===== config.mk =====
export PLATFORM = sky130hd
export DESIGN_NAME = mgs_top
export DESIGN_NICKNAME = d
export VERILOG_FILES = /design/src/rtl/mgs_pkg.sv /design/src/rtl/mgs_gain_pick.sv /design/src/rtl/mgs_activity.sv /design/src/rtl/mgs_fifo.sv /design/src/rtl/mgs_top.sv
export SDC_FILE = /design/constraint.sdc
export NUM_CORES = 1
export LEC_CHECK = 0
export BUFFER_PORTS_ARGS = -buffer_cell sky130_fd_sc_hd__buf_2
export CORE_ASPECT_RATIO = 0.9
export CORE_MARGIN = 2
export CORE_UTILIZATION = 40
export DETAILED_ROUTE_END_ITERATION = 10
export PLACE_DENSITY = 0.6
export SYNTH_ARGS = -nofsm -noshare
export SYNTH_HDL_FRONTEND = slang
export SYNTH_HIERARCHICAL = 1
export SYNTH_SLANG_ARGS = --single-unit

===== constraint.sdc =====
create_clock -name clk -period 14.15 [get_ports clk]
set_input_delay 4.245 -clock clk [delete_from_list [all_inputs] [get_ports clk]]
set_output_delay 4.245 -clock clk [all_outputs]
set_load 0.1 [all_outputs]

===== src/rtl/mgs_pkg.sv =====
package mgs_pkg;
  typedef enum logic [1:0] {
    HDR_PACK = 2'b00,
    HDR_LO   = 2'b01,
    HDR_MID  = 2'b10,
    HDR_HI   = 2'b11
  } hdr_e;

  localparam int DEF_SW     = 8;
  localparam int DEF_LANES  = 4;
  localparam int DEF_NIB    = 4;
  localparam int DEF_DEPTH  = 16;
  localparam int DEF_HOLD_W = 8;

  localparam int EV_TS_BIT  = 0;
  localparam int EV_OVF_BIT = 1;
endpackage


===== src/rtl/mgs_gain_pick.sv =====
module mgs_gain_pick
  import mgs_pkg::*;
#(
  parameter int SW    = DEF_SW,
  parameter int LANES = DEF_LANES,
  localparam int GW   = SW * LANES
) (
  input  logic [GW-1:0] grp_lo,
  input  logic [GW-1:0] grp_mid,
  input  logic [GW-1:0] grp_hi,
  output hdr_e          pick,
  output logic [GW-1:0] pick_grp,
  output logic          rail_hi,
  output logic          rail_mid
);
  logic [LANES-1:0] lane_rail_hi, lane_rail_mid;

  function automatic logic at_rail(input logic [SW-1:0] s);
    return (s == '0) || (s == '1);
  endfunction

  for (genvar i = 0; i < LANES; i++) begin : g_lane
    assign lane_rail_hi[i]  = at_rail(grp_hi[i*SW +: SW]);
    assign lane_rail_mid[i] = at_rail(grp_mid[i*SW +: SW]);
  end

  assign rail_hi  = |lane_rail_hi;
  assign rail_mid = |lane_rail_mid;

  always_comb begin
    if (!rail_hi) begin
      pick     = HDR_HI;
      pick_grp = grp_hi;
    end else if (!rail_mid) begin
      pick     = HDR_MID;
      pick_grp = grp_mid;
    end else begin
      pick     = HDR_LO;
      pick_grp = grp_lo;
    end
  end
endmodule


===== src/rtl/mgs_activity.sv =====
module mgs_activity
  import mgs_pkg::*;
#(
  parameter int SW     = DEF_SW,
  parameter int LANES  = DEF_LANES,
  parameter int HOLD_W = DEF_HOLD_W,
  localparam int GW    = SW * LANES
) (
  input  logic              clk,
  input  logic              rst_n,
  input  logic              grp_valid,
  input  logic [GW-1:0]     grp,
  input  logic [SW-1:0]     base,
  input  logic [SW-1:0]     thresh,
  input  logic [HOLD_W-1:0] hold,
  output logic              trig,
  output logic              active
);
  logic [LANES-1:0]  lane_over;
  logic [HOLD_W-1:0] hold_cnt;

  function automatic logic [SW-1:0] gap(input logic [SW-1:0] a, input logic [SW-1:0] b);
    return (a > b) ? (a - b) : (b - a);
  endfunction

  for (genvar i = 0; i < LANES; i++) begin : g_lane
    assign lane_over[i] = gap(grp[i*SW +: SW], base) > thresh;
  end

  assign trig   = grp_valid && (|lane_over);
  assign active = trig || (hold_cnt != '0);

  always_ff @(posedge clk) begin
    if (!rst_n) begin
      hold_cnt <= '0;
    end else if (grp_valid) begin
      if (trig)                hold_cnt <= hold;
      else if (hold_cnt != '0) hold_cnt <= hold_cnt - 1'b1;
    end
  end

  // a trigger with a nonzero hold keeps the next group in full format
  p_hold_armed_r4: assert property (@(posedge clk) disable iff (!rst_n)
    (trig && hold != '0) |=> active || !grp_valid);
endmodule


===== src/rtl/mgs_fifo.sv =====
module mgs_fifo
  import mgs_pkg::*;
#(
  parameter int W     = 34,
  parameter int DEPTH = DEF_DEPTH,
  localparam int AW   = $clog2(DEPTH),
  localparam int CW   = AW + 1
) (
  input  logic          clk,
  input  logic          rst_n,
  input  logic [1:0]    wr_n,
  input  logic [W-1:0]  wr_d0,
  input  logic [W-1:0]  wr_d1,
  input  logic          rd_ready,
  output logic          rd_valid,
  output logic [W-1:0]  rd_data,
  output logic [CW-1:0] free_slots
);
  logic [W-1:0]  mem [DEPTH];
  logic [AW-1:0] wp, rp;
  logic [CW-1:0] cnt;
  logic          pop;

  assign rd_valid   = cnt != '0;
  assign rd_data    = mem[rp];
  assign pop        = rd_valid && rd_ready;
  assign free_slots = CW'(DEPTH) - cnt;

  always_ff @(posedge clk) begin
    if (wr_n != 2'd0) mem[wp] <= wr_d0;
    if (wr_n == 2'd2) mem[wp + AW'(1)] <= wr_d1;
  end

  always_ff @(posedge clk) begin
    if (!rst_n) begin
      wp  <= '0;
      rp  <= '0;
      cnt <= '0;
    end else begin
      wp  <= wp + AW'(wr_n);
      rp  <= rp + AW'(pop);
      cnt <= cnt + CW'(wr_n) - CW'(pop);
    end
  end

  p_no_overflow_r7: assert property (@(posedge clk) disable iff (!rst_n)
    cnt <= CW'(DEPTH));
  p_write_fits_r7: assert property (@(posedge clk) disable iff (!rst_n)
    CW'(wr_n) <= free_slots);
endmodule


===== src/rtl/mgs_top.sv =====
module mgs_top
  import mgs_pkg::*;
#(
  parameter int SW     = DEF_SW,
  parameter int LANES  = DEF_LANES,
  parameter int NIB    = DEF_NIB,
  parameter int DEPTH  = DEF_DEPTH,
  parameter int HOLD_W = DEF_HOLD_W,
  localparam int GW     = SW * LANES,
  localparam int WORD_W = GW + 2,
  localparam int CW     = $clog2(DEPTH) + 1
) (
  input  logic              clk,
  input  logic              rst_n,
  input  logic              in_valid,
  input  logic [GW-1:0]     in_lo,
  input  logic [GW-1:0]     in_mid,
  input  logic [GW-1:0]     in_hi,
  input  logic [SW-1:0]     cfg_base,
  input  logic [SW-1:0]     cfg_thresh,
  input  logic [HOLD_W-1:0] cfg_hold,
  input  logic              ts_wrap,
  input  logic              out_ready,
  output logic              out_valid,
  output logic [WORD_W-1:0] out_word
);
  hdr_e              pick;
  logic [GW-1:0]     pick_grp;
  logic              rail_hi, rail_mid;
  logic              trig, active;
  logic              s1_valid;
  logic [WORD_W-1:0] s1_word;
  logic [1:0]        ev_flags;
  logic [WORD_W-1:0] ev_word;
  logic [CW-1:0]     free_slots;
  logic              ev_wr, data_wr, drop;
  logic [1:0]        wr_n;
  logic [WORD_W-1:0] wr_d0;

  function automatic logic [GW-2:0] squeeze(input logic [GW-1:0] g, input logic [SW-1:0] b);
    logic [GW-2:0] r;
    logic [SW-1:0] d;
    r = '0;
    for (int i = 0; i < LANES; i++) begin
      d = g[i*SW +: SW] - b;
      r[i*NIB +: NIB] = d[NIB-1:0];
    end
    return r;
  endfunction

  function automatic logic any_rail(input logic [GW-1:0] g);
    logic r;
    r = 1'b0;
    for (int i = 0; i < LANES; i++)
      if (g[i*SW +: SW] == '0 || g[i*SW +: SW] == '1) r = 1'b1;
    return r;
  endfunction

  mgs_gain_pick #(.SW(SW), .LANES(LANES)) u_pick (
    .grp_lo(in_lo), .grp_mid(in_mid), .grp_hi(in_hi),
    .pick(pick), .pick_grp(pick_grp), .rail_hi(rail_hi), .rail_mid(rail_mid)
  );

  mgs_activity #(.SW(SW), .LANES(LANES), .HOLD_W(HOLD_W)) u_act (
    .clk(clk), .rst_n(rst_n), .grp_valid(in_valid), .grp(pick_grp),
    .base(cfg_base), .thresh(cfg_thresh), .hold(cfg_hold),
    .trig(trig), .active(active)
  );

  always_ff @(posedge clk) begin
    if (!rst_n) begin
      s1_valid <= 1'b0;
      s1_word  <= '0;
    end else begin
      s1_valid <= in_valid;
      if (in_valid)
        s1_word <= active ? {pick, pick_grp}
                          : {HDR_PACK, 1'b0, squeeze(in_hi, cfg_base)};
    end
  end

  assign ev_word = {HDR_PACK, 1'b1, {(GW-3){1'b0}}, ev_flags};
  assign ev_wr   = (ev_flags != 2'b00) && (free_slots != '0);
  assign data_wr = s1_valid && (free_slots > CW'(ev_wr));
  assign drop    = s1_valid && !data_wr;
  assign wr_n    = {1'b0, ev_wr} + {1'b0, data_wr};
  assign wr_d0   = ev_wr ? ev_word : s1_word;

  always_ff @(posedge clk) begin
    if (!rst_n) begin
      ev_flags <= 2'b00;
    end else begin
      ev_flags <= (ev_wr ? 2'b00 : ev_flags)
                | (2'(drop) << EV_OVF_BIT) | (2'(ts_wrap) << EV_TS_BIT);
    end
  end

  mgs_fifo #(.W(WORD_W), .DEPTH(DEPTH)) u_fifo (
    .clk(clk), .rst_n(rst_n), .wr_n(wr_n), .wr_d0(wr_d0), .wr_d1(s1_word),
    .rd_ready(out_ready), .rd_valid(out_valid), .rd_data(out_word),
    .free_slots(free_slots)
  );

  // a stalled word holds still
  p_stall_hold_r8: assert property (@(posedge clk) disable iff (!rst_n)
    (out_valid && !out_ready) |=> (out_valid && $stable(out_word)));
  // a dropped group leaves the lost-data flag pending
  p_drop_flags_r7: assert property (@(posedge clk) disable iff (!rst_n)
    drop |=> ev_flags[EV_OVF_BIT]);
  // a high-gain full word never came from a railed high-gain group
  p_hi_clean_r1: assert property (@(posedge clk) disable iff (!rst_n)
    (in_valid && pick == HDR_HI) |=> !any_rail($past(in_hi)));
  // a timestamp pulse is pending on the next cycle
  p_ts_pending_r6: assert property (@(posedge clk) disable iff (!rst_n)
    ts_wrap |=> ev_flags[EV_TS_BIT]);
endmodule


After elaboration in Yosys (flattened, before gate mapping):

Memory sizes are Yosys's and may differ from the RTL's. A register that Yosys moved wholly into a read port is not among the register bits.
Index checks and enable logic that the tools add are counted.

* memories: 1
* latch bits: 0
* bits in writable memories: 544
* ROM bits: 0
* input port bits: 125
* bits in registers: 58
* output and inout port bits: 35

* order comparisons: 9
* div/mod/pow operators: 0
* reductions and logical operators: 33
* equality and inequality tests: 9
* add/sub/neg operators: 20
* shift-type cells: 0
* multiplexer cells: 18
* bitwise operators: 2
* multiply operators: 0

Memories
* u_fifo.mem: words 16, width 34, read ports 1, clocked after Yosys merged registers in 1, write ports 2, line mgs_fifo.sv:19 `logic [W-1:0] mem [DEPTH];`

Operator list (number)
* $mux 34: 2
* $eq 8x8->1 const B: 8
* $gt 8x8->1: 8
* $logic_not 8->1: 8
* $mux 32: 2
* $sub 8x8->8: 8
* $mux 8: 6
* $sub 4x4->4: 4
* $reduce_or 4->1: 3
* $reduce_bool 5->1: 2
* $logic_or 1x1->1: 9
* $reduce_bool 8->1: 1
* $sub 8x1->8 const B: 1
* $mux 2: 3
* $reduce_bool 2->1: 3
* $add 5x2->5: 1
* $gt 5x1->1: 1
* $logic_and 1x1->1: 5
* $sub 5x1->5: 1
* $sub 5x5->5 const A: 1
* $add 4x1->4: 1
* $add 4x1->4 const B: 1
* $add 4x2->4: 1
* $mux 1: 4
* 7 further kinds: 7

Longest topological paths before layout:

Gate-level depths: netlist of the first run.

* depth after elaboration: 12
* gate-level depth with buffers: 31
* gate-level depth less buffers: 27

Cells and area by module:

The synthesis of the first run kept the hierarchy.

Modules (own cells, without submodules)
* mgs_fifo: sequential area each 16595.9 µm², area each 28094.4 µm², times used 1, cells an instance 1634
* mgs_activity: sequential area each 160.2 µm², area each 3782.4 µm², times used 1, cells an instance 470
* mgs_top: sequential area each 740.7 µm², area each 2183.3 µm², times used 1, cells an instance 247
* mgs_gain_pick: sequential area each 0.0 µm², area each 1211.2 µm², times used 1, cells an instance 210

Worst setup path before layout of the first run:

Ideal clock, no wire load.

* path type: in2reg
* start point: input port in_mid[16]
* end point: register s1_word[4]
* path slack: 4.821 ns
* path buffers: 5
* data arrival time: 9.212 ns
* setup time: 0.116 ns
* stages: 29
* cell sequence: nor4_1 nand2_1 and4b_1 buf_2 buf_4 nand3_1 a31oi_1 inv_1 ha_1 inv_1 fa_1 a21o_1 o2bb2ai_1 o21a_1 o31ai_4 mux2_2 ha_1 nor2b_1 o211ai_1 a21oi_1 o21ai_0 nand4_1 clkbuf_1 nand2_1 nand2_1 clkbuf_1 clkbuf_1 o211ai_1 o211a_1

* word-level cells in the longest chain between the ends: 12

RTL lines
* start: declaration: line mgs_top.sv:17 `input logic [GW-1:0] in_mid,`
* $eq 8x8->1 / $logic_not 8->1 (equally long branches): line mgs_gain_pick.sv:19 `return (s == '0) || (s == '1);`
* $logic_or 1x1->1 (*): line mgs_gain_pick.sv:19
* $reduce_or 4->1 (*): line mgs_gain_pick.sv:28 `assign rail_mid = |lane_rail_mid;`
* $mux 32 (*): line mgs_gain_pick.sv:34 `end else if (!rail_mid) begin`
* $mux 32 (*): line mgs_gain_pick.sv:31 `if (!rail_hi) begin`
* via pick_grp[8]: line mgs_top.sv:28 `logic [GW-1:0] pick_grp;`
* $sub 8x8->8 / $gt 8x8->1 (equally long branches): line mgs_activity.sv:23 `return (a > b) ? (a - b) : (b - a);`
* $mux 8 (*): line mgs_activity.sv:23
* $gt 8x8->1 (*): line mgs_activity.sv:27 `assign lane_over[i] = gap(grp[i*SW +: SW], base) > thresh;`
* $reduce_or 4->1 (*): line mgs_activity.sv:30 `assign trig = grp_valid && (|lane_over);`
* $logic_and 1x1->1 (*): line mgs_activity.sv:30
* $logic_or 1x1->1 (*): line mgs_activity.sv:31 `assign active = trig || (hold_cnt != '0);`
* via active: line mgs_top.sv:30 `logic trig, active;`
* $mux 34 (*): line mgs_top.sv:77 `s1_word <= active ? {pick, pick_grp}`
* end signal: assignment: line mgs_top.sv:77
* end: declaration: line mgs_top.sv:32 `logic [WORD_W-1:0] s1_word;`

Mark *: on every way through the listed nets, which the timed path passes. The rest lies on a longest branch.
A chain may end at the register's enable or synchronous reset.

Final worst setup path of the first run:

* start point: input port in_hi[20]
* end point: register s1_word[20]

* word-level cells in the longest chain between the ends: 11

RTL lines
* start: declaration: line mgs_top.sv:18 `input logic [GW-1:0] in_hi,`
* $eq 8x8->1 / $logic_not 8->1 (equally long branches): line mgs_gain_pick.sv:19
* $logic_or 1x1->1 (*): line mgs_gain_pick.sv:19
* $reduce_or 4->1 (*): line mgs_gain_pick.sv:27 `assign rail_hi = |lane_rail_hi;`
* via rail_hi: line mgs_top.sv:29 `logic rail_hi, rail_mid;`
* $mux 32 (*): line mgs_gain_pick.sv:31
* via pick_grp[1]: line mgs_top.sv:28
* $sub 8x8->8 / $gt 8x8->1 (equally long branches): line mgs_activity.sv:23
* $mux 8 (*): line mgs_activity.sv:23
* $gt 8x8->1 (*): line mgs_activity.sv:27
* $reduce_or 4->1 (*): line mgs_activity.sv:30
* $logic_and 1x1->1 (*): line mgs_activity.sv:30
* $logic_or 1x1->1 (*): line mgs_activity.sv:31
* via active: line mgs_top.sv:30
* $mux 34 (*): line mgs_top.sv:77

Marked as above.

==> flow_metrics.env, run 1 <==
export IMPL_antenna_found_initial=3
export IMPL_antenna_left=0
export IMPL_via_count=23387
export IMPL_drive_above_1_share_pct=39.4
export IMPL_grt_use_total_pct=24.0
export IMPL_wirelength_um=110000
export IMPL_synth_net_count=2819
export IMPL_cts_setup_buffers=0
export IMPL_vdd_ir_drop_max_mv=0.0898
export IMPL_worst_path_buf_inv=2
export IMPL_grt_pass1_wl_um=160000
export IMPL_nets=2878
export IMPL_ys_warn_count=6
export IMPL_worst_pin_slew_ns=1.30
export IMPL_layout_min_cycle_time_ns=12.41
export IMPL_netlist_instances=2560
export IMPL_slew_viol_final=0
export IMPL_die_h_um=286
export IMPL_skew_ns=0.0296
export IMPL_vias_per_cell=6.11
export IMPL_htreeDepth=3
export IMPL_cp_num_cells=25
export IMPL_arrival_ns=12.89
export IMPL_dieWidth_um=317
export IMPL_max_slew_margin_pct=12.9
export IMPL_cts_buffer_depth=3
export IMPL_crit_path_max_incr_delay_ns=1.02
export IMPL_fin_crit_sh_pct=87.7
export IMPL_cp_end_kind="flip-flop"
export IMPL_startpoint_type="primary input"
export IMPL_io_pins=160
export IMPL_cts_root_buf="clkbuf_16"
export IMPL_first_pass_iters=6
export IMPL_grt_ovfl_total=0
export IMPL_syn_area_um2=35300
export IMPL_final_hold_violation_count=0
export IMPL_final_setup_tns_ns=0
export IMPL_port_buffer_count=159
export IMPL_p_total_mw=6.06
export IMPL_dp_hpwl_um=64700
export IMPL_syn_to_final_growth_pct=11.1
export IMPL_hold_depth=2
export IMPL_cts_sinks=602
export IMPL_start_util_pct=40.3
export IMPL_syn_avg_cell_area_um2=13.8
export IMPL_die_area_um2=90600
export IMPL_cts_buffers_inserted=69
export IMPL_worst_skew_pair_late_latency_ns=0.61
export IMPL_drt_initial_drc_count=2454
export IMPL_cp_common_cell="nand2_1"
export IMPL_status="completed"
export IMPL_p_leak_nw=14.5
export IMPL_setup_worst_path_class="primary input to flip-flop"
export IMPL_r2r_cells=19
export IMPL_maxCapViolations=0
export IMPL_power_density_nw_per_um2=155
export IMPL_fmax_mhz=80.6
export IMPL_setup_viol_count_final=0
export IMPL_cts_tree="done"
export IMPL_slowest_stage="or2_1"
export IMPL_holdCritPathClass="flip-flop to flip-flop"
export IMPL_grt_pass1_vias=23839
export IMPL_grt_max_degree=69
export IMPL_core_um2=87500
export IMPL_post_cts_resized=0
export IMPL_required_ns=14.63
export IMPL_place_area_um2=37000
export IMPL_grt_setup_unrepaired="false"
export IMPL_wire_per_inst_um=28.6
export IMPL_rows=103
export IMPL_cp_top_family="simple AND/OR/NAND/NOR gates"
export IMPL_cp_max_fo=33
export IMPL_design_area_um2=39200
export IMPL_cts_clk_slew_worst_paths_ns=0.06
export IMPL_layout_setup_ws_ns=1.74
export IMPL_ctsHoldBuffers=0
export IMPL_pre_cts_ws_ns=1.24
export IMPL_gp_congestion=0.938
export IMPL_drc=0
-- per-stage QoR --
stage	util [%]	instances	hold WS (ns)
2_1_floorplan	-	2560	0.480
3_3_place_gp	42.2	3702	0.494
3_5_place_dp	42.2	3702	0.530
4_1_cts	44.8	3826	0.551
5_1_grt	44.8	3827	0.591
6_report	44.8	3829	0.554
-- registers in the layout, summed over array words and instances (netlist names) --
register,cells
ev_flags,2
u_fifo/mem,544
u_fifo/rp,4
u_fifo/wp,4
u_act/hold_cnt,8
u_fifo/cnt,5
s1_word,34
s1_valid,1
-- placed cells by master, fill, tap and decap left out, types with 56 or more instances in the layout --
cell and count:
buf_2 159, a21oi_1 83, edfxtp_1 544, clkbuf_16 70, mux2_2 533, ha_1 120
inv_1 93, o21ai_0 57, a22oi_1 88, mux4_2 136, dfxtp_1 56, nand2_1 83
-- worst paths after layout --
kind                                 start                     endpoint  slack (ns)
setup / recovery                 in_hi[20]     s1_word[20]$_SDFFE_PN0P_        1.74
hold reg to reg        s1_valid$_SDFF_PN0_       ev_flags[1]$_SDFF_PN0_        0.55
hold / removal         s1_valid$_SDFF_PN0_       ev_flags[1]$_SDFF_PN0_        0.55
setup reg to reg  u_fifo/cnt[0]$_SDFF_PN0_  u_fifo/mem[8][21]$_DFFE_PP_        7.74
-- routing by layer --
layer | global-route usage [%] | vias to the layer above | share of wire (%)
met5 | 0 | - | 0.015
met4 | 6.75 | 2 | 3.0
met3 | 3.65 | 202 | 6.5
met2 | 39.4 | 1022 | 47
met1 | 33.1 | 12044 | 43
li1 | - | 10117 | -
-- power by group --
| part | switching [mW] | internal [mW] |
|---|---|---|
| Clock | 0.729 | 1.02 |
| Sequential | 0.131 | 2.13 |
| Combinational | 1.32 | 0.729 |
-- area by class of cell --
cell class / count / area (um2)
Antenna cell: 2 / 5.00
Timing Repair Buffer: 210 / 1190
Tap cell: 1155 / 1450
Sequential cell: 602 / 17500
Clock buffer: 86 / 1860
Fill cell: 7709 / 48300
Multi-Input combinational cell: 1643 / 16500
Clock inverter: 38 / 345
Inverter: 93 / 349
-- worst reg2reg max path: stages, from the launching register on --
cell and delay, ns:
dfxtp_1 0.48, inv_1 0.13, ha_1 0.24, and2_1 0.15
ha_1 0.27, inv_1 0.04, or4_4 0.57, o22ai_4 0.13
buf_4 0.48, inv_1 0.14, ha_1 0.31, nor2_1 0.04
nor2_1 0.12, nor2b_1 0.07, ha_1 0.39, nand2b_1 0.46
nor3_4 0.28, buf_4 0.69, o21bai_4 0.42, buf_4 0.61
(Power assumes the default switching activity.)
==> inputs of run 2 (changes only) <==
--- a/config.mk
+++ b/config.mk
@@ -10,8 +10,9 @@
 export CORE_MARGIN = 2
 export CORE_UTILIZATION = 40
 export DETAILED_ROUTE_END_ITERATION = 10
-export PLACE_DENSITY = 0.6
+export PLACE_DENSITY_LB_ADDON = 0.1
 export SYNTH_ARGS = -nofsm -noshare
 export SYNTH_HDL_FRONTEND = slang
 export SYNTH_HIERARCHICAL = 1
 export SYNTH_SLANG_ARGS = --single-unit
+export TNS_END_PERCENT = 1
==> run 2 against run 1 <==
Compared with the run above: global-route usage rose by 0.98 points; worst setup slack gained 1.0 ns; maximum frequency up 8.8%; clock power up 3%; clock skew down 0.0024 ns; power grew 0.89%; die area is the same; sequential share of layout area down 0.087 points; critical path type unchanged.
==> flow_metrics.env, run 2 (synthesis results as in run 1) <==
export IMPL_setup_viol_count_final=0
export IMPL_worst_pin_slew_ns=1.02
export IMPL_drt_initial_drc_count=2004
export IMPL_ctsHoldBuffers=0
export IMPL_hold_depth=2
export IMPL_startpoint_type="primary input"
export IMPL_core_um2=87500
export IMPL_dp_hpwl_um=65500
export IMPL_fin_crit_sh_pct=80.6
export IMPL_cts_setup_buffers=0
export IMPL_io_pins=160
export IMPL_post_cts_resized=0
export IMPL_rows=103
export IMPL_vias_per_cell=6.03
export IMPL_maxCapViolations=0
export IMPL_cts_sinks=602
export IMPL_fin_util_pct=44.9
export IMPL_p_total_mw=6.11
export IMPL_final_setup_tns_ns=0
export IMPL_fmax_mhz=87.7
export IMPL_die_h_um=286
export IMPL_slew_viol_final=0
export IMPL_cts_buffer_depth=3
export IMPL_cts_buffers_inserted=70
export IMPL_vdd_ir_drop_max_mv=0.0848
export IMPL_syn_to_final_growth_pct=11.3
export IMPL_layout_min_cycle_time_ns=11.41
export IMPL_largest_register_ffs=544
export IMPL_start_util_pct=40.3
export IMPL_required_ns=14.64
export IMPL_seq_power_share_pct=37.0
export IMPL_p_switching_mw=2.20
export IMPL_nets=2882
export IMPL_wire_per_inst_um=29.5
export IMPL_drc=0
export IMPL_grt_max_degree=65
export IMPL_slowest_stage="nor4_1"
export IMPL_cp_end_kind="flip-flop"
export IMPL_grt_ovfl_total=0
export IMPL_arrival_ns=11.90
export IMPL_power_share_clock_pct=29.5
export IMPL_antenna_found_initial=1
export IMPL_port_buffer_count=159
export IMPL_worst_skew_pair_late_latency_ns=0.62
export IMPL_final_hold_violation_count=0
export IMPL_switching_share_pct=36.1
export IMPL_crit_path_max_incr_delay_ns=0.78
export IMPL_wirelength_um=113000
export IMPL_r2r_cells=19
export IMPL_grt_pass1_vias=23575
export IMPL_htreeDepth=3
export IMPL_cts_tree="done"
export IMPL_intPower_mw=3.91
export IMPL_p_leak_nw=14.6
export IMPL_grt_setup_unrepaired="false"
export IMPL_comb_power_share_pct=33.4
export IMPL_layout_common_cells="edfxtp_1, mux2_2, buf_2"
export IMPL_first_pass_iters=5
export IMPL_cp_common_cell="nand2_1"
export IMPL_grt_pass1_wl_um=165000
export IMPL_die_area_um2=90600
export IMPL_final_common_cell="edfxtp_1"
export IMPL_grt_use_total_pct=25.0
export IMPL_reg_largest_list="u_fifo/mem: 544 flops, s1_word: 34 flops, u_act/hold_cnt: 8 flops"
export IMPL_drive_above_1_share_pct=39.4
export IMPL_via_count=23141
export IMPL_dieWidth_um=317
export IMPL_top_register="u_fifo/mem"
export IMPL_max_slew_margin_pct=32.1
export IMPL_skew_ns=0.0271
export IMPL_antenna_left=0
export IMPL_status="completed"
export IMPL_cts_clk_slew_worst_paths_ns=0.06
export IMPL_cp_max_fo=33
export IMPL_holdCritPathClass="flip-flop to flip-flop"
export IMPL_gp_congestion=0.922
export IMPL_power_density_nw_per_um2=156
export IMPL_cts_root_buf="clkbuf_16"
export IMPL_setup_worst_path_class="primary input to flip-flop"
run 2: changes by cell type in the layout (fill, tap and decap cells not counted), sizes merged:
cell / before / now
bufinv: 5 / 6
clkinv: 28 / 29
clkbuf: 86 / 89
buf: 210 / 213
inv: 96 / 97
diode: 2 / 1
clkinvlp: 2 / 1
run 2: through the flow:
stage	instance area (um2)	instances	hold slack, ns	setup WS, ns
floorplan	35300	2560	0.480	4.85
global placement	37000	3706	0.502	2.15
detailed placement	37000	3706	0.514	2.12
CTS	39300	3835	0.532	2.76
global route	39300	3835	0.570	2.29
finish	39300	3836	0.522	2.74
run 2: power by group through the flow:
stage | combinational (mW) | clock [mW] | sequential, mW
after floorplan | 1.63 | 0 | 2.21
after global placement | 2.03 | 0 | 2.30
after detailed placement | 2.05 | 0 | 2.30
after CTS | 2.06 | 1.84 | 2.27
after global routing | 2.19 | 1.92 | 2.28
final | 2.04 | 1.81 | 2.26
run 2: path summary, 6_finish.rpt:
kind	from	endpoint	slack [ns]
worst min register to register	s1_valid$_SDFF_PN0_	ev_flags[1]$_SDFF_PN0_	0.52
worst max register to register	u_fifo/cnt[0]$_SDFF_PN0_	u_fifo/mem[8][11]$_DFFE_PP_	7.83
worst min-delay path	s1_valid$_SDFF_PN0_	ev_flags[1]$_SDFF_PN0_	0.52
worst max-delay path	in_hi[20]	s1_word[25]$_SDFFE_PN0P_	2.74
run 2: cell type report:
cell class | count | area [um2]
Clock buffer | 89 | 1860
Clock inverter | 40 | 400
Timing Repair Buffer | 213 | 1200
Inverter | 93 | 349
Antenna cell | 1 | 2.50
Multi-Input combinational cell | 1643 | 16500
Tap cell | 1155 | 1450
Sequential cell | 602 | 17500
Fill cell | 7882 | 48200
run 2: layer usage:
metal | vias up | GRT usage [%] | routed length, um
met5 | - | 0 | 0
met4 | 0 | 5.46 | 2300
met3 | 152 | 3.36 | 5640
met2 | 738 | 42.4 | 56100
met1 | 12150 | 34.1 | 49200
li1 | 10101 | - | -
run 2: worst max-delay path: cells and delay by family:
kind | cells | cell delay, ns
multiplexers | 1 | 0.41
adder cells (fa/ha/maj) | 3 | 0.81
buffers and inverters | 5 | 0.88
AO/OA/AOI/OAI | 9 | 2.09
AND/OR/NAND/NOR | 10 | 3.41
